===== config.mk =====
export PLATFORM = sky130hd
export DESIGN_NAME = alu4_lookahead
export DESIGN_NICKNAME = d
export VERILOG_FILES = /design/src/rtl/alu4_pkg.sv /design/src/rtl/alu4_ctrl.sv /design/src/rtl/alu4_cla.sv /design/src/rtl/alu4_slice.sv /design/src/rtl/alu4_datapath.sv /design/src/rtl/alu4_lookahead.sv
export SDC_FILE = /design/constraint.sdc
export NUM_CORES = 1
export LEC_CHECK = 0
export BUFFER_PORTS_ARGS = -buffer_cell sky130_fd_sc_hd__buf_2
export CORE_MARGIN = 2
export CORE_UTILIZATION = 25
export DETAILED_ROUTE_END_ITERATION = 6
export MAX_ROUTING_LAYER = met4
export PLACE_DENSITY_LB_ADDON = 0.1
export SLEW_MARGIN = 20
export SYNTH_ARGS = -nofsm -noshare
export SYNTH_HDL_FRONTEND = slang
export SYNTH_SLANG_ARGS = --single-unit

===== constraint.sdc =====
create_clock -name vclk -period 2.3
set_input_delay 0 -clock vclk [all_inputs]
set_output_delay 0 -clock vclk [all_outputs]
set_load 0.01 [all_outputs]

===== src/rtl/alu4_pkg.sv =====
package alu4_pkg;

  // Operation select carried in the low function bits
  typedef enum logic [1:0] {
    OP_AND = 2'b00,
    OP_OR  = 2'b01,
    OP_SUM = 2'b10,
    OP_SLT = 2'b11
  } aluOp_t;

  // Strobes from the decoder to the datapath
  typedef struct packed {
    logic   invA;
    logic   negB;
    aluOp_t op;
    logic   sltOverride;
  } aluCtrl_t;

endpackage


===== src/rtl/alu4_ctrl.sv =====
module alu4_ctrl
  import alu4_pkg::*;
(
  input  logic [3:0] func,
  output aluCtrl_t   ctrl
);

  always_comb begin
    ctrl.invA        = func[3];
    ctrl.negB        = func[2];
    ctrl.op          = aluOp_t'(func[1:0]);
    ctrl.sltOverride = (func[1:0] == 2'b11);
  end

endmodule


===== src/rtl/alu4_cla.sv =====
module alu4_cla #(
  parameter int WIDTH = 4
) (
  input  logic [WIDTH-1:0] aIn,
  input  logic [WIDTH-1:0] bIn,
  input  logic             carryIn,
  output logic [WIDTH:0]   carries
);

  logic [WIDTH-1:0] gen;
  logic [WIDTH-1:0] prop;

  assign gen  = aIn & bIn;
  assign prop = aIn | bIn;

  // Each carry is an OR of product terms (two-level), no slice-to-slice ripple
  always_comb begin
    logic term;
    carries    = '0;
    carries[0] = carryIn;
    for (int i = 1; i <= WIDTH; i++) begin
      term = carryIn;
      for (int k = 0; k < i; k++) term = term & prop[k];
      carries[i] = term;
      for (int j = 0; j < i; j++) begin
        term = gen[j];
        for (int k = j + 1; k < i; k++) term = term & prop[k];
        carries[i] = carries[i] | term;
      end
    end
  end

endmodule


===== src/rtl/alu4_slice.sv =====
module alu4_slice
  import alu4_pkg::*;
(
  input  logic   aBit,
  input  logic   bBit,
  input  logic   cin,
  input  aluOp_t op,
  output logic   res,
  output logic   sum
);

  logic halfSum;

  assign halfSum = aBit ^ bBit;
  assign sum     = halfSum ^ cin;

  always_comb begin
    unique case (op)
      OP_AND:  res = aBit & bBit;
      OP_OR:   res = aBit | bBit;
      OP_SUM:  res = sum;
      default: res = 1'b0;
    endcase
  end

endmodule


===== src/rtl/alu4_datapath.sv =====
module alu4_datapath
  import alu4_pkg::*;
#(
  parameter int WIDTH = 4
) (
  input  logic [WIDTH-1:0] opA,
  input  logic [WIDTH-1:0] opB,
  input  aluCtrl_t         ctrl,
  output logic [WIDTH-1:0] result,
  output logic [3:0]       flags
);

  localparam int MSB = WIDTH - 1;

  logic [WIDTH-1:0] aMod;
  logic [WIDTH-1:0] bMod;
  logic [WIDTH:0]   carries;
  logic [WIDTH-1:0] sliceRes;
  logic [WIDTH-1:0] sliceSum;
  logic             carryFlag;
  logic             ovfFlag;
  logic             negFlag;
  logic             zeroFlag;

  assign aMod = opA ^ {WIDTH{ctrl.invA}};
  assign bMod = opB ^ {WIDTH{ctrl.negB}};

  alu4_cla #(.WIDTH(WIDTH)) cla_i (
    .aIn     (aMod),
    .bIn     (bMod),
    .carryIn (ctrl.negB),
    .carries (carries)
  );

  for (genvar i = 0; i < WIDTH; i++) begin : g_slice
    alu4_slice slice_i (
      .aBit (aMod[i]),
      .bBit (bMod[i]),
      .cin  (carries[i]),
      .op   (ctrl.op),
      .res  (sliceRes[i]),
      .sum  (sliceSum[i])
    );
  end

  // Gate-level 2:1 select for bit 0
  assign result[0]     = (ctrl.sltOverride & sliceSum[MSB]) | (~ctrl.sltOverride & sliceRes[0]);
  assign result[MSB:1] = sliceRes[MSB:1];

  assign carryFlag = carries[WIDTH];
  assign ovfFlag   = carries[MSB] ^ carries[WIDTH];
  assign negFlag   = result[MSB];
  assign zeroFlag  = ~|result;
  assign flags     = {carryFlag, ovfFlag, negFlag, zeroFlag};

  // Assertions next to the logic they guard
  always_comb begin
    // Lookahead carries and slice sums must agree with a plain addition
    p_cla_matches_add_r5: assert ({carries[WIDTH], sliceSum} ==
                                  ({1'b0, aMod} + {1'b0, bMod} + (WIDTH+1)'(ctrl.negB)));
    // Overflow only when same-sign operands give a sum of the other sign
    p_no_overflow_r6: assert (!ovfFlag ||
                              ((aMod[MSB] == bMod[MSB]) && (sliceSum[MSB] != aMod[MSB])));
    // Set-less-than leaves the upper result bits clear
    p_slt_upper_zero_r4: assert (!(ctrl.op == OP_SLT) || (result[MSB:1] == '0));
    // Sum selection passes the slice sums through unchanged
    p_sum_passthrough_r3: assert (!(ctrl.op == OP_SUM) || (result == sliceSum));
  end

endmodule


===== src/rtl/alu4_lookahead.sv =====
module alu4_lookahead
  import alu4_pkg::*;
(
  input  logic [3:0] opA,
  input  logic [3:0] opB,
  input  logic [3:0] func,
  output logic [3:0] result,
  output logic [3:0] flags
);

  aluCtrl_t ctrl;

  alu4_ctrl ctrl_i (
    .func (func),
    .ctrl (ctrl)
  );

  alu4_datapath #(.WIDTH(4)) dp_i (
    .opA    (opA),
    .opB    (opB),
    .ctrl   (ctrl),
    .result (result),
    .flags  (flags)
  );

endmodule


==> impl_metrics.json <==
{
  "routedWlPerCell_um": 8.52,
  "die_area_mm2": 0.00232,
  "first_pass_iters": 4,
  "grt_antenna_before_repair": 0,
  "grt_overflow": 0,
  "outcome": "finished, final reports clean",
  "p_sw_frac": 0.532,
  "busiest_layer": "met2",
  "postCtsResizedCells": 0,
  "syn_area_per_cell_um2": 7.49,
  "met2_usage": 0.139,
  "seq_area_um2": 0,
  "synthAdderAreaFrac": 0.206,
  "synth_compound_area_frac": 0.157,
  "worstHoldEndpoint": "result[0]",
  "fmaxAchievable_mhz": 501,
  "rsz0062_at_grt": "false",
  "hold_viol": 0,
  "synth_cell_types": 22,
  "vias_per_cell": 4.12,
  "drt_wl_total_um": 869,
  "cp-end-kind": "primary output",
  "combPwrFrac": 1.000,
  "p_int_mw": 0.0824,
  "fp-row-count": 15,
  "start_kind": "primary input",
  "setup_viol": 0,
  "seq_cell_count": 0,
  "diodes": 0,
  "hold_buffers": 0,
  "nets": 99,
  "dieWidth_um": 48.1,
  "crit_required_ps": 2300,
  "drtIter0Drc": 7,
  "min_from": "func[0]",
  "post-route-min-period_ps": 2000,
  "p_leak_nw": 0.328,
  "met3_usage": 0,
  "crit_fanout": 7,
  "crit_arrival_ps": 2000,
  "tns_ps": 0,
  "yosys.area_share.simple": 0.147,
  "worst_pin_slew_ps": 285,
  "clock_power_share": 0,
  "yosysSeqAreaShare": 0,
  "hold_depth": 3,
  "n_clock_buffer": 0,
  "gp_congestion": 0.723,
  "power-per-cell-area_mw_per_mm2": 316,
  "synth_top_family_by_area": "buffers and inverters",
  "ant_nets": 0,
  "syn2layout_area_growth_pct": 14.7,
  "synthMuxAreaShare": 0.0848,
  "ir_drop_mv": 0.0825,
  "min_path_type": "primary input to primary output",
  "hold_ws_ps": 442,
  "seqPwrFrac": 0,
  "p_switching_mw": 0.0938,
  "syn-instance-count": 65,
  "vias": 420,
  "drv_cap": 0,
  "finalPower_mw": 0.176,
  "final.fill_count": 199,
  "io_pins": 20,
  "die_h_um": 48.1,
  "synth_xor_xnor_area_share": 0.198,
  "grt_pass1_vias": 339,
  "hpwlAfterDp_um": 819,
  "core-area_mm2": 0.00178,
  "synth_area_um2": 487,
  "drv_slew": 0,
  "grt_use_met1": 0.121,
  "ys_warn_count": 0,
  "slew_headroom": 0.808,
  "synth_fp_nets": 85,
  "post-route-period-util": 0.869,
  "layout-drive-gt1-share": 0.299,
  "initial_core_util": 0.273,
  "post_cts_buffers": 0,
  "grt_pass1_wl_um": 1390,
  "drc_errors": 0,
  "grtUsageTotal": 0.0833,
  "io_buffer_count": 20,
  "grt_max_degree": 8,
  "crit_type": "primary input to primary output"
}
## Yosys cell counts, drive strengths merged
cell type | number | area (um^2)
ha | 8 | 100
inv | 11 | 41.3
nor4 | 1 | 12.5
o22ai | 1 | 6.26
nor2b | 1 | 13.8
mux2i | 3 | 30.0
o21bai | 1 | 7.51
a41o | 2 | 20.0
nand2 | 1 | 3.75
xor2 | 9 | 78.8
or3 | 1 | 6.26
mux2 | 1 | 11.3
xnor2 | 2 | 17.5
o31ai | 1 | 7.51
a21oi | 2 | 10.0
nand2b | 2 | 12.5
o311a | 1 | 10.0
buf | 8 | 60.1
o21ai | 3 | 15.0
nor2 | 6 | 22.5
## how the worst max path moves through the flow
stage,from,to,slack [ps],cells after the start
floorplan,func[2],flags[0],440,9
global placement,func[2],flags[0],300,9
detailed placement,func[2],flags[0],280,9
CTS,func[2],flags[0],270,9
global route,func[2],flags[0],130,9
finish,func[2],flags[0],300,9
## per-stage QoR
stage	setup slack, ps	std cells	instance area, um^2	util
floorplan	440	65	487	-
detailed placement	283	102	558	0.313
global placement	295	102	558	0.313
global route	132	102	558	0.313
finish	302	102	558	0.313
CTS	275	102	558	0.313
## cell type report
| type | instances | area (um^2) | area share |
|---|---|---|---|
| multi-input cells | 46 | 385 | 0.691 |
| repair buffers | 20 | 100 | 0.179 |
| inverters | 11 | 41.3 | 0.0740 |
| well taps | 25 | 31.3 | 0.0561 |
## critical path: stages
cell     delay [ps]
buf_2           160
xnor2_1         210
inv_1            70
ha_1            210
o311a_1         390
or3_1           330
a41o_1          280
nor4_2          190
buf_2           160
## per-layer routing
metal  vias to the layer above  routed length, um
met5                         -                  0
li1                        232                  -
met4                         0                  0
met1                       175                422
met2                        13                408
met3                         0                 38
## cells in the final DEF (no fill, tap or decap), drive strengths merged
cell	instances
nand2	1
a41o	2
xnor2	2
o21ai	3
mux2	1
o31ai	1
xor2	9
nor2b	1
o311a	1
or3	1
nor4	1
o21bai	1
mux2i	3
buf	20
a21oi	2
nor2	6
nand2b	2
ha	8
inv	11
o22ai	1
## cell families after synthesis
family                     count (synthesis)
xor gates and xnor gates                  11
muxes                                      4
AOI/OAI and AO/OA                         11
and+or+nand+nor                           12
adders and majority gates                  8
buffers and inverters                     19
## power groups by stage
stage / clock, mW / sequential (mW) / combinational, mW
5_1_grt: 0 / 0 / 0.205
2_1_floorplan: 0 / 0 / 0.151
3_3_place_gp: 0 / 0 / 0.183
3_5_place_dp: 0 / 0 / 0.181
4_1_cts: 0 / 0 / 0.182
6_report: 0 / 0 / 0.176
Note: power is estimated with default switching activity, not from simulation.
